## src/rtl/fanmon_pkg.sv

```systemverilog
package fanmon_pkg;
  localparam int START_BIT = 0;
  localparam int LOCK_BIT  = 1;
  localparam int READY_BIT = 2;
  localparam int OVR_BIT   = 3;

  typedef struct packed {
    logic ovr;
    logic ready;
    logic lock;
    logic start;
  } ctl_t;

  function automatic logic [7:0] default_limit(input logic [7:0] idx,
                                               input logic [7:0] base,
                                               input logic [7:0] step);
    logic [7:0] prod;
    prod = idx * step;
    return base + prod;
  endfunction
endpackage

```

## src/rtl/fanmon_ctrl_reg.sv

```systemverilog
module fanmon_ctrl_reg
  import fanmon_pkg::*;
(
  input  logic       clk,
  input  logic       rst_n,
  input  logic       wr_en,
  input  logic [7:0] wr_data,
  input  logic       pwr_good,
  input  logic       adc_ok,
  output ctl_t       ctl_o,
  output logic [7:0] rd_data
);
  logic start_q, lock_q, ovr_q, ready_q, pg_q;
  logic pg_rise;

  assign pg_rise = pwr_good & ~pg_q;

  always_ff @(posedge clk or negedge rst_n) begin
    if (!rst_n) begin
      start_q <= 1'b0;
      lock_q  <= 1'b0;
      ovr_q   <= 1'b0;
      ready_q <= 1'b0;
      pg_q    <= 1'b0;
    end else begin
      pg_q    <= pwr_good;
      ready_q <= ready_q | adc_ok;
      if (wr_en) begin
        ovr_q <= wr_data[OVR_BIT];
        if (!lock_q) start_q <= wr_data[START_BIT];
      end
      if (pg_rise) lock_q <= 1'b0;
      else if (wr_en && !lock_q) lock_q <= wr_data[LOCK_BIT];
    end
  end

  assign ctl_o = '{ovr: ovr_q, ready: ready_q, lock: lock_q, start: start_q};

  always_comb begin
    rd_data            = '0;
    rd_data[START_BIT] = start_q;
    rd_data[LOCK_BIT]  = lock_q;
    rd_data[READY_BIT] = ready_q;
    rd_data[OVR_BIT]   = ovr_q;
  end

  AST_LOCK_STICKY: assert property (@(posedge clk) disable iff (!rst_n)
    (lock_q && !pg_rise) |=> lock_q);
  AST_LOCK_RELEASE: assert property (@(posedge clk) disable iff (!rst_n)
    pg_rise |=> !lock_q);
  AST_START_FROZEN: assert property (@(posedge clk) disable iff (!rst_n)
    lock_q |=> $stable(start_q));
  AST_READY_STICKY: assert property (@(posedge clk) disable iff (!rst_n)
    ready_q |=> ready_q);
endmodule

```

## src/rtl/fanmon_limit_bank.sv

```systemverilog
module fanmon_limit_bank
  import fanmon_pkg::*;
#(
  parameter int         NUM      = 8,
  parameter int         AW       = 3,
  parameter logic [7:0] DEF_BASE = 8'h50,
  parameter logic [7:0] DEF_STEP = 8'h0B
) (
  input  logic          clk,
  input  logic          rst_n,
  input  logic          wr_en,
  input  logic [AW-1:0] addr,
  input  logic [7:0]    wr_data,
  input  logic          lock,
  input  logic          use_prog,
  output logic [7:0]    prog_o,
  output logic [7:0]    eff_o
);
  logic [NUM-1:0][7:0] mem_q;
  logic [7:0]          def_sel;

  always_ff @(posedge clk or negedge rst_n) begin
    if (!rst_n) begin
      for (int i = 0; i < NUM; i++) mem_q[i] <= default_limit(8'(i), DEF_BASE, DEF_STEP);
    end else if (wr_en && !lock) begin
      for (int i = 0; i < NUM; i++)
        if (addr == AW'(i)) mem_q[i] <= wr_data;
    end
  end

  generate
    if (NUM == (1 << AW)) begin : g_full_map
      assign prog_o = mem_q[addr];
    end else begin : g_part_map
      assign prog_o = (32'(addr) < NUM) ? mem_q[addr] : 8'h00;
    end
  endgenerate

  assign def_sel = default_limit(8'(addr), DEF_BASE, DEF_STEP);
  assign eff_o   = use_prog ? prog_o : def_sel;

  AST_LIMIT_FROZEN: assert property (@(posedge clk) disable iff (!rst_n)
    lock |=> $stable(mem_q));
endmodule

```

## src/rtl/fanmon_pwm_timebase.sv

```systemverilog
module fanmon_pwm_timebase #(
  parameter int PRESCALE = 4
) (
  input  logic       clk,
  input  logic       rst_n,
  input  logic       force_full,
  output logic       tick,
  output logic       period_end,
  output logic [7:0] cnt,
  output logic       full
);
  logic [7:0] cnt_q;
  logic       full_q;

  generate
    if (PRESCALE > 1) begin : g_div
      localparam int PW = $clog2(PRESCALE);
      logic [PW-1:0] pre_q;
      always_ff @(posedge clk or negedge rst_n) begin
        if (!rst_n)                          pre_q <= '0;
        else if (pre_q == PW'(PRESCALE - 1)) pre_q <= '0;
        else                                 pre_q <= pre_q + 1'b1;
      end
      assign tick = (pre_q == PW'(PRESCALE - 1));
    end else begin : g_nodiv
      assign tick = 1'b1;
    end
  endgenerate

  always_ff @(posedge clk or negedge rst_n) begin
    if (!rst_n) begin
      cnt_q  <= 8'h00;
      full_q <= 1'b1;
    end else if (tick) begin
      cnt_q  <= cnt_q + 8'd1;
      full_q <= force_full;
    end
  end

  assign period_end = tick & (cnt_q == 8'hFF);
  assign cnt        = cnt_q;
  assign full       = full_q;

  AST_CNT_STEP: assert property (@(posedge clk) disable iff (!rst_n)
    tick |=> (cnt_q == $past(cnt_q) + 8'd1));
  AST_CNT_HOLD: assert property (@(posedge clk) disable iff (!rst_n)
    !tick |=> $stable(cnt_q));
endmodule

```

## src/rtl/fanmon_pwm_chan.sv

```systemverilog
module fanmon_pwm_chan (
  input  logic       clk,
  input  logic       rst_n,
  input  logic       load,
  input  logic [7:0] duty_in,
  input  logic [7:0] cnt,
  input  logic       full,
  output logic       pwm_o
);
  logic [7:0] duty_q;

  always_ff @(posedge clk or negedge rst_n) begin
    if (!rst_n)    duty_q <= 8'h00;
    else if (load) duty_q <= duty_in;
  end

  assign pwm_o = full ? (cnt != 8'hFF) : (cnt < duty_q);

  AST_DUTY_HOLD: assert property (@(posedge clk) disable iff (!rst_n)
    !load |=> $stable(duty_q));
endmodule

```

## src/rtl/fanmon_ctrl.sv

```systemverilog
module fanmon_ctrl
  import fanmon_pkg::*;
#(
  parameter int         N_PWM    = 4,
  parameter int         NUM_LIM  = 8,
  parameter int         PRESCALE = 4,
  parameter logic [7:0] DEF_BASE = 8'h50,
  parameter logic [7:0] DEF_STEP = 8'h0B,
  localparam int        LIM_AW   = (NUM_LIM > 1) ? $clog2(NUM_LIM) : 1
) (
  input  logic               clk,
  input  logic               rst_n,
  input  logic               pwr_good,
  input  logic               adc_ok,
  input  logic               cfg_we,
  input  logic [7:0]         cfg_wdata,
  output logic [7:0]         cfg_rdata,
  input  logic               lim_we,
  input  logic [LIM_AW-1:0]  lim_addr,
  input  logic [7:0]         lim_wdata,
  output logic [7:0]         lim_rdata,
  output logic [7:0]         lim_eff,
  input  logic [8*N_PWM-1:0] duty_in,
  output logic [N_PWM-1:0]   pwm_out
);
  ctl_t       ctl;
  logic       tick, period_end, full;
  logic [7:0] cnt;

  fanmon_ctrl_reg u_ctrl (
    .clk     (clk),
    .rst_n   (rst_n),
    .wr_en   (cfg_we),
    .wr_data (cfg_wdata),
    .pwr_good(pwr_good),
    .adc_ok  (adc_ok),
    .ctl_o   (ctl),
    .rd_data (cfg_rdata)
  );

  fanmon_limit_bank #(
    .NUM     (NUM_LIM),
    .AW      (LIM_AW),
    .DEF_BASE(DEF_BASE),
    .DEF_STEP(DEF_STEP)
  ) u_bank (
    .clk     (clk),
    .rst_n   (rst_n),
    .wr_en   (lim_we),
    .addr    (lim_addr),
    .wr_data (lim_wdata),
    .lock    (ctl.lock),
    .use_prog(ctl.start),
    .prog_o  (lim_rdata),
    .eff_o   (lim_eff)
  );

  fanmon_pwm_timebase #(.PRESCALE(PRESCALE)) u_tb (
    .clk       (clk),
    .rst_n     (rst_n),
    .force_full(~ctl.start | ctl.ovr),
    .tick      (tick),
    .period_end(period_end),
    .cnt       (cnt),
    .full      (full)
  );

  generate
    for (genvar k = 0; k < N_PWM; k++) begin : g_chan
      fanmon_pwm_chan u_chan (
        .clk    (clk),
        .rst_n  (rst_n),
        .load   (period_end),
        .duty_in(duty_in[8*k +: 8]),
        .cnt    (cnt),
        .full   (full),
        .pwm_o  (pwm_out[k])
      );
    end
  endgenerate

  AST_EXIT_AUTO: assert property (@(posedge clk) disable iff (!rst_n)
    (tick && (!ctl.start || ctl.ovr)) |=> full);
  AST_FULL_HIGH: assert property (@(posedge clk) disable iff (!rst_n)
    (full && cnt != 8'hFF) |-> (pwm_out == '1));
  AST_FULL_LOW_ONCE: assert property (@(posedge clk) disable iff (!rst_n)
    (full && cnt == 8'hFF) |-> (pwm_out == '0));
  AST_RSVD_ZERO: assert property (@(posedge clk) disable iff (!rst_n)
    cfg_rdata[7:4] == 4'h0);
endmodule

```

## config.mk

```make
export PLATFORM = sky130hd
export DESIGN_NAME = fanmon_ctrl
export DESIGN_NICKNAME = d
export VERILOG_FILES = /design/src/rtl/fanmon_pkg.sv /design/src/rtl/fanmon_ctrl_reg.sv /design/src/rtl/fanmon_limit_bank.sv /design/src/rtl/fanmon_pwm_timebase.sv /design/src/rtl/fanmon_pwm_chan.sv /design/src/rtl/fanmon_ctrl.sv
export SDC_FILE = /design/constraint.sdc
export NUM_CORES = 1
export LEC_CHECK = 0
export BUFFER_PORTS_ARGS = -buffer_cell sky130_fd_sc_hd__clkbuf_2
export CORE_ASPECT_RATIO = 0.5
export CORE_MARGIN = 5
export CORE_UTILIZATION = 52
export CTS_CLUSTER_SIZE = 10
export DETAILED_ROUTE_END_ITERATION = 8
export PLACE_DENSITY_LB_ADDON = 0.12
export SETUP_SLACK_MARGIN = 0.3
export SYNTH_ARGS = -nofsm -noshare
export SYNTH_HDL_FRONTEND = slang
export SYNTH_HIERARCHICAL = 1
export SYNTH_SLANG_ARGS = --single-unit
```

## constraint.sdc

```tcl
create_clock -name clk -period 2.4 [get_ports clk]
set_input_delay 0.48 -clock clk [delete_from_list [all_inputs] [get_ports clk]]
set_output_delay 0.48 -clock clk [all_outputs]
set_load 0.02 [all_outputs]
```

After elaboration in Yosys (flattened, before gate mapping)

Cells that the tools add are included.

Bits in registers: 112
Bits of input ports: 57
Output and inout bits: 28
Word-level logic and storage cells: 70

$add $sub $neg: 3
$mul: 1
Magnitude comparators: 5
Eq/ne operators: 10
Multiplexer cells: 10
Bitwise logic cells: 7
Reduce and logical (&&, ||, !) cells: 14

Operator list:

| kind                                                                          | count |
|---|---|
| 8-bit less-than comparator                                                    | 4 |
| 8-bit binary-select mux with 3-bit select                                     | 1 |
| 2-bit AND reduction                                                           | 9 |
| 8-bit 2-to-1 mux                                                              | 2 |
| 3-bit equality test (second input constant)                                   | 4 |
| 7-bit by 7-bit adder with 8-bit output (first input constant)                 | 1 |
| 8-bit by 1-bit adder with 8-bit output (second input constant)                | 1 |
| 8-bit equality test (second input constant)                                   | 1 |
| 8-bit inequality test (second input constant)                                 | 1 |
| 3-bit by 4-bit multiplier with 7-bit output (second input constant)           | 1 |
| 3-bit by 2-bit equality test with 1-bit output (second input constant)        | 2 |
| 1-bit 2-to-1 mux                                                              | 6 |
| 3-bit by 4-bit less-than comparator with 1-bit output (second input constant) | 1 |
| 3-bit by 1-bit equality test with 1-bit output (second input constant)        | 1 |
| 3-bit zero test                                                               | 1 |
| 1-bit NOT                                                                     | 3 |
| 2-bit by 1-bit adder with 2-bit output (second input constant)                | 1 |
| 1-bit bitwise AND                                                             | 2 |
| 2-bit equality test (second input constant)                                   | 1 |
| 1-bit logical AND                                                             | 2 |
| 2-bit 2-to-1 mux                                                              | 1 |
| 1-bit bitwise OR                                                              | 2 |
| 2-bit nonzero test                                                            | 1 |
| 1-bit zero test                                                               | 1 |

Depth between registers and ports, before layout

Gate-level depths: netlist of the first run.

Word-level depth: 4
Depth in mapped cells: 8
Depth with buffers taken out: 8

Modules after synthesis

Netlist of the first run, hierarchy kept.

By module, submodules not included:

| module              | times used | cells an instance | area an instance (um^2) | seq. area each (um^2) |
|---|---|---|---|---|
| fanmon_limit_bank   | 1          | 247               | 3398.3                  | 1641.6 |
| fanmon_pwm_chan     | 4          | 51                | 504.2                   | 200.2 |
| fanmon_pwm_timebase | 1          | 35                | 460.4                   | 276.5 |
| fanmon_ctrl_reg     | 1          | 25                | 279.0                   | 125.1 |
| fanmon_ctrl         | 1          | 1                 | 6.3                     | 0.0 |

Worst setup path before layout of the first run

No wires, ideal clock.

Path kind: input to output
Start: in lim_addr[0]
End: out lim_eff[7]
Arrival time: 2134 ps
Data required time: 1920 ps
Slack: -214 ps
Cell stages on the path: 7
Buffers on the path: 0
Cell sequence: ha_1 -> ha_1 -> ha_1 -> inv_1 -> fa_1 -> o311a_1 -> a21oi_2

Word-level cells in the longest chain between the ends: 3
Elaborated cells on any way between the ends: 5
Classes of those cells: add/sub: 1; mul: 1; mux: 3

Ends and longest elaborated chain:

| element                                                                                                  | RTL line                                  | text |
|---|---|---|
| start, declared                                                                                          | fanmon_ctrl.sv:19                         | `input logic [LIM_AW-1:0] lim_addr,` |
| 3-bit by 4-bit multiplier with 7-bit output or 8-bit binary-select mux with 3-bit select (tied branches) | fanmon_pkg.sv:18, fanmon_limit_bank.sv:33 |  |
| 7-bit by 7-bit adder with 8-bit output or 8-bit 2-to-1 mux (tied branches)                               | fanmon_pkg.sv:19, fanmon_limit_bank.sv:33 |  |
| 8-bit 2-to-1 mux (*)                                                                                     | fanmon_limit_bank.sv:40                   | `assign eff_o = use_prog ? prog_o : def_sel;` |
| end, declared                                                                                            | fanmon_ctrl.sv:22                         | `output logic [7:0] lim_eff,` |

Mark *: on every way between the ends. The rest lies on a longest branch, timed or not. The select of a mux whose other input is x is not followed.

Worst setup path in the final report of the first run

Start: in lim_addr[0]
End: out lim_eff[5]

The elaborated chain is that of the path after synthesis.

==> results of run 1 <==
==> power groups by stage <==
stage	registers [mW]	logic, mW	clock network [mW]
2_1_floorplan	2.42	0.806	0
3_3_place_gp	2.47	1.04	0
3_5_place_dp	2.48	1.07	0
4_1_cts	2.45	1.21	1.48
5_1_grt	2.49	1.37	1.57
6_report	2.45	1.27	1.44
==> sequential cells by signal, indices dropped and copies added, names as in the netlist <==
register and flops:
u_tb/g_div.pre_q 2, u_ctrl/start_q 1, u_ctrl/pg_q 1, g_chan.u_chan/duty_q 32, u_bank/mem_q 64, u_ctrl/ready_q 1
u_tb/cnt 8, u_ctrl/lock_q 1, u_tb/full 1, u_ctrl/ovr_q 1
==> worst min-delay path by stage <==
| stage | endpoint | from | slack (ns) |
|---|---|---|---|
| final | g_chan[2].u_chan/duty_q[1]$_DFFE_PN0P_ | rst_n | -0.001 |
| after global routing | g_chan[2].u_chan/duty_q[1]$_DFFE_PN0P_ | rst_n | 0.001 |
| after CTS | g_chan[2].u_chan/duty_q[1]$_DFFE_PN0P_ | rst_n | 0.003 |
| after detailed placement | g_chan[2].u_chan/duty_q[1]$_DFFE_PN0P_ | rst_n | 0.38 |
| after global placement | g_chan[2].u_chan/duty_q[1]$_DFFE_PN0P_ | rst_n | 0.37 |
| after floorplan | g_chan[0].u_chan/duty_q[0]$_DFFE_PN0P_ | rst_n | 0.18 |
==> per-layer routing <==
metal / vias to the layer above / routed length [um] / global-route usage (%)
li1: 2024 / - / -
met1: 2090 / 6260 / 25.6
met2: 63 / 6900 / 35.6
met3: 12 / 465 / 4.21
met4: 0 / 108 / 3.81
met5: - / 0 / 0
==> repair_timing <==
| item | in CTS | in global routing |
|---|---|---|
| setup endpoints to repair | 34 | 43 |
| gates resized for setup | 79 | 44 |
| setup buffers | 13 | 7 |
| pin swaps | 30 | 8 |
| cloned | 1 | 2 |
==> worst reg2reg max path: stages (launching register included) <==
cell,delay [ns]
dfrtp_2,0.54
buf_4,0.20
ha_1,0.18
nand3_1,0.12
nor2_2,0.19
and3_4,0.32
mux2_1,0.34
==> layout make-up <==
class | count | area, um2 | share of cell area [%]
inverters | 42 | 161 | 2.03
repair buffers | 123 | 1020 | 12.8
multi-input cells | 335 | 3430 | 43.1
well taps | 165 | 206 | 2.59
clock inverters | 4 | 28.8 | 0.362
flip-flops and latches | 112 | 2860 | 35.9
clock buffers | 12 | 256 | 3.22
==> metrics by stage <==
step,instances,TNS (ns)
6_report,793,-1.22
5_1_grt,793,-1.76
4_1_cts,784,-1.66
3_5_place_dp,754,-2.22
3_3_place_gp,754,-1.89
2_1_floorplan,514,-0.109
==> metrics, run 1 <==
largest net degree at the start of global routing 44; Worst EP arrival approximately 2.2 ns; pwr dens between 600 and 700 nW/um2; Initial Util 52.6%; Mapped Avg Cell Area about 12 um2; WL/cell ~17 um; design area roughly 8000 um2; final core occ between 60% and 70%; worst endpoint required time around 1.9 ns; drt total wl 13,700 um; worst slew pin tran slightly below 0.6 ns; grt ovf 0; fill count about 900; Final Setup Violations 8; hold_buf cts 0; CP top delay family adder cells; Worst VDD drop 0.355 mV; vias in the first global route 4,358; Buffers on Ports 75; period utilization 113%; CTS H-tree lvls 3; LEAKAGE 3.57 nW; gpl congestion between 0.7 and 0.8; CP cell instances buf_8 -> ha_4 -> ha_4 -> ha_4 -> inv_2 -> fa_2 -> xnor2_2 -> nor2_2 -> a31o_2 -> buf_8; worst r2r dst g_chan[0].u_chan/duty_q[0]$_DFFE_PN0P_; Final #Nets 724; instance count on the critical path 10; via/cell ratio roughly 5.3; total power draw roughly 5.2 mW; max-slew violations 0; WP buf/inv 3; crit path capture lim_eff[5]; Yosys warning count 6; ANT cells 0; outcome finished with violations; HPWL after DPL about 9000 um; crit path time final 2.70 ns; f_max approximately 370 MHz; Rows 28; first-pass GRT wire length between 20,000 and 25,000 um; number of remaining DRC errors 0; HP Class input port to asynchronous set/reset pin; Mapped Cells approximately 510; chip height 86.9 um; CTS buffer count 9; Post-DP Area about 7000 um2; sw frac 27.2%; worst skew pair latency about 0.35 ns; worst hold margin -0.000961 ns; CP endpoint kind primary output; Final Hold Viols 1; Reg2Reg Depth 6; share of layout cells above drive strength 1 53.7%; CTS tree built; worst-path maximum fanout 3; die outline area between 10,000 and 15,000 um2; CP Launch Type input port; most frequent cells in the layout dfrtp_1, mux2_2, clkbuf_2, buf_4; root buf cell clkbuf_16; Max-Cap Viols 0; Worst R2R Setup Slack ~0.40 ns; # IOs between 80 and 90; clock network power share about 28%; WS Path Type input port to primary output; slowest stage cell, crit path fa_2; core area between 10,000 and 15,000 um2; Clk pin slew, worst setup/hold paths 0.07 ns; initial antenna violation count 0; commonest non-fill, non-tap cell in the layout dfrtp_1; Synth Cell Area 6150 um2; Die Wd ~160 um; total track usage 20.0%; setup slack at placement -0.450 ns; Critical path origin lim_addr[0]; slowest stage delay, CP about 0.36 ns; unrepaired setup endpoints after global routing yes; share of power burned in registers 47.5%; via count ~4,200; Post-Route Skew ~0.0078 ns; Top cell by count, worst path ha_4; failing checks negative hold slack, negative setup slack; Comb pwr share between 20% and 30%; DRT antenna net count 0; clock tree buffer depth 2; P&R area growth vs syn 29.4%; Clock Sinks between 100 and 150; reg2reg start u_tb/cnt[1]$_DFFE_PN0P_; First-pass DRT Iterations 4; Internal between 3 and 4 mW; switching power ~1.4 mW; Slew headroom between 60% and 70%; Initial DRC Count 160; final worst slack -0.301 ns
(Power assumes the default switching activity.)
==> run 2, diff against run 1 <==
clock period = 2.23 ns   (was 2.4 ns; I/O delays follow)
==> run 2 against run 1 <==
  * Global-route usage up 0.83 points
  * Worst hold slack better by 0.039 ns
  * Critical path type unchanged
  * Count of clock-buffer cells in the layout down 3
  * Final area up 2.7%
  * The flow finishes with violations (negative setup slack)
  * Combinational power up 13%
  * First-iteration DRC count up 28%
  * Sequential power up 8.2%
  * Sequential share of layout area down 1.0 points
  * Clock power up 15%
  * Die area unchanged
  * Largest power group unchanged
  * Worst setup slack worse by 0.16 ns
  * Total power up 11%
==> metrics, run 2 (same netlist as run 1, synthesis figures left out) <==
outcome finished with violations; failing checks negative setup slack; P&R area growth vs syn 32.9%; root buf cell clkbuf_16; max reg flops 64 (unchanged); final worst slack -0.464 ns (-0.162 ns); Post-Route Skew 0.00537 ns (-0.00240 ns); ANT cells 0 (unchanged); Clk pin slew, worst setup/hold paths 0.07 ns (about the same); Worst R2R Setup Slack 0.34 ns (-0.06 ns); grt ovf 0 (unchanged); largest net degree at the start of global routing 36 (-18%); WP buf/inv 3 (unchanged); period utilization 121%; total track usage 20.8% (+0.83 points); Worst EP arrival 2.25 ns (+0.03 ns); Final #Nets 731 (+0.97%); Clock Sinks 112 (unchanged); WL/cell 17.7 um (+2.2%); Reg2Reg Depth 7 (+1); CP top delay family adder cells; Initial DRC Count 204 (+28%); f_max about 370 MHz; LEAKAGE 3.66 nW (+2.7%); worst hold margin 0.0378 ns (+0.0388 ns); Rows 28 (unchanged); worst-path maximum fanout 3 (unchanged); setup slack at placement -0.524 ns (-0.0739 ns); DRT antenna net count 0 (unchanged); WS Path Type input port to primary output; CP Launch Type input port; first-pass GRT wire length 22,900 um (+2.7%); HPWL after DPL 9560 um (+6.1%); Top cell by count, worst path ha_4; clock tree buffer depth 2 (unchanged); hold_buf cts 0 (unchanged); share of layout cells above drive strength 1 55.3% (+1.6 points); core area 11,700 um2 (unchanged); die outline area 14,200 um2 (unchanged); Critical path origin lim_addr[2]; Buffers on Ports 75 (unchanged); Initial Util 52.6% (unchanged); initial antenna violation count 0 (unchanged); pwr dens 701 nW/um2 (+8.2%); First-pass DRT Iterations 4 (unchanged); HP Class input port to asynchronous set/reset pin; worst r2r dst g_chan[2].u_chan/duty_q[0]$_DFFE_PN0P_; CTS H-tree lvls 3 (unchanged); vias in the first global route 4,500 (+3.3%); Worst VDD drop 0.410 mV (+15%); Die Wd 164 um (unchanged); CP cell instances clkbuf_16 -> ha_4 -> ha_4 -> ha_4 -> inv_2 -> fa_2 -> xnor2_2 -> nor2_1 -> a31o_2 -> buf_8; crit path time final around 2.7 ns; drt total wl 14,200 um (+3.1%); Final Hold Viols 0 (-1); gpl congestion 0.779 (-1.1%); crit path capture lim_eff[5]; CTS buffer count 9 (unchanged); worst endpoint required time 1.78 ns (-0.14 ns); via count 4,201 (+0.29%); instance count on the critical path 10 (unchanged); worst skew pair latency 0.35 ns (about the same); slowest stage delay, CP 0.36 ns (about the same); max-slew violations 0 (unchanged); commonest non-fill, non-tap cell in the layout dfrtp_1; Max-Cap Viols 0 (unchanged); slowest stage cell, crit path fa_2; unrepaired setup endpoints after global routing yes; # IOs 85 (unchanged); chip height 86.9 um (unchanged); CP endpoint kind primary output; reg2reg start u_tb/cnt[2]$_DFFE_PN0P_; Biggest register u_bank/mem_q; number of remaining DRC errors 0 (unchanged); via/cell ratio 5.25 (-0.59%); fill count 850 (-4.8%); CTS tree built; most frequent cells in the layout dfrtp_1, mux2_2, clkbuf_2, buf_4, o21ai_0; Final Setup Violations 8 (unchanged)
run 2: cell types whose count changed in the layout (fill, tap and decap cells not counted), moves of 3 or more:
cell	previous run	this run
buf_12	3	7
ha_1	22	25
dfrtp_2	9	6
inv_6	0	3
dfrtp_1	70	73
a22oi_1	5	0
mux2i_4	1	4
mux2_1	4	1
a22oi_2	5	10
clkbuf_8	8	4
buf_8	10	13
mux2_4	1	4
run 2: cell type report:
type | count | area [um2] | area share (%)
Multi-Input combinational cell | 335 | 3490 | 42.6
Clock inverter | 7 | 77.6 | 0.949
Timing Repair Buffer | 130 | 1170 | 14.3
Clock buffer | 9 | 225 | 2.75
Sequential cell | 112 | 2850 | 34.9
Inverter | 42 | 164 | 2.00
Tap cell | 165 | 206 | 2.52
run 2: where the power goes:
| part | internal, mW | leakage (nW) | switching (mW) |
|---|---|---|---|
| combinational | 0.818 | 2.31 | 0.621 |
| clock | 0.884 | 0.147 | 0.764 |
| sequential | 2.45 | 1.21 | 0.196 |
| total | 4.16 | 3.66 | 1.58 |
run 2: worst min-delay path by stage:
stage | startpoint | to | slack [ns] | cells after the start
after floorplan | rst_n | g_chan[0].u_chan/duty_q[0]$_DFFE_PN0P_ | 0.15 | 0
after global placement | u_tb/g_div.pre_q[0]$_DFF_PN0_ | u_tb/g_div.pre_q[0]$_DFF_PN0_ | 0.42 | 1
after detailed placement | u_tb/g_div.pre_q[0]$_DFF_PN0_ | u_tb/g_div.pre_q[0]$_DFF_PN0_ | 0.42 | 1
after CTS | rst_n | g_chan[1].u_chan/duty_q[1]$_DFFE_PN0P_ | 0.05 | 1
after global routing | rst_n | g_chan[1].u_chan/duty_q[1]$_DFFE_PN0P_ | 0.06 | 1
final | rst_n | g_chan[1].u_chan/duty_q[2]$_DFFE_PN0P_ | 0.04 | 1
run 2: what timing repair did:
| action | 4_1_cts | 5_1_grt |
|---|---|---|
| pin swaps | 27 | 9 |
| gates resized for setup | 84 | 55 |
| cloned | 1 | 2 |
| hold endpoints to repair | 0 | 0 |
| endpoints found under the setup margin | 49 | 52 |
| buffers inserted | 11 | 3 |
run 2: worst reg2reg max path: cells and delay by family, from the launching register on:
kind                   cells  cell delay, ns
buffers and inverters      3            0.37
DFF                        1            0.50
muxes                      1            0.33
and+or+nand+nor            3            0.57
run 2: per-stage QoR:
step / utilization [%] / power [mW] / cell area, um2 / instances / TNS [ns]
2_1_floorplan: - / 3.48 / 6420 / 514 / -0.371
3_3_place_gp: 61.3 / 3.80 / 7170 / 767 / -3.51
3_5_place_dp: 61.3 / 3.84 / 7170 / 767 / -4.12
4_1_cts: 67.8 / 5.70 / 7930 / 795 / -2.63
5_1_grt: 69.9 / 6.03 / 8180 / 800 / -2.96
6_report: 69.9 / 5.74 / 8180 / 800 / -2.43
run 2: metal layers:
metal  GRT usage [%]  wire length, um  up-vias
met2            36.2             7140       74
li1                -                -     2035
met5               0                0        -
met4            4.57              135        0
met1            26.5             6340     2079
met3            5.30              543       13
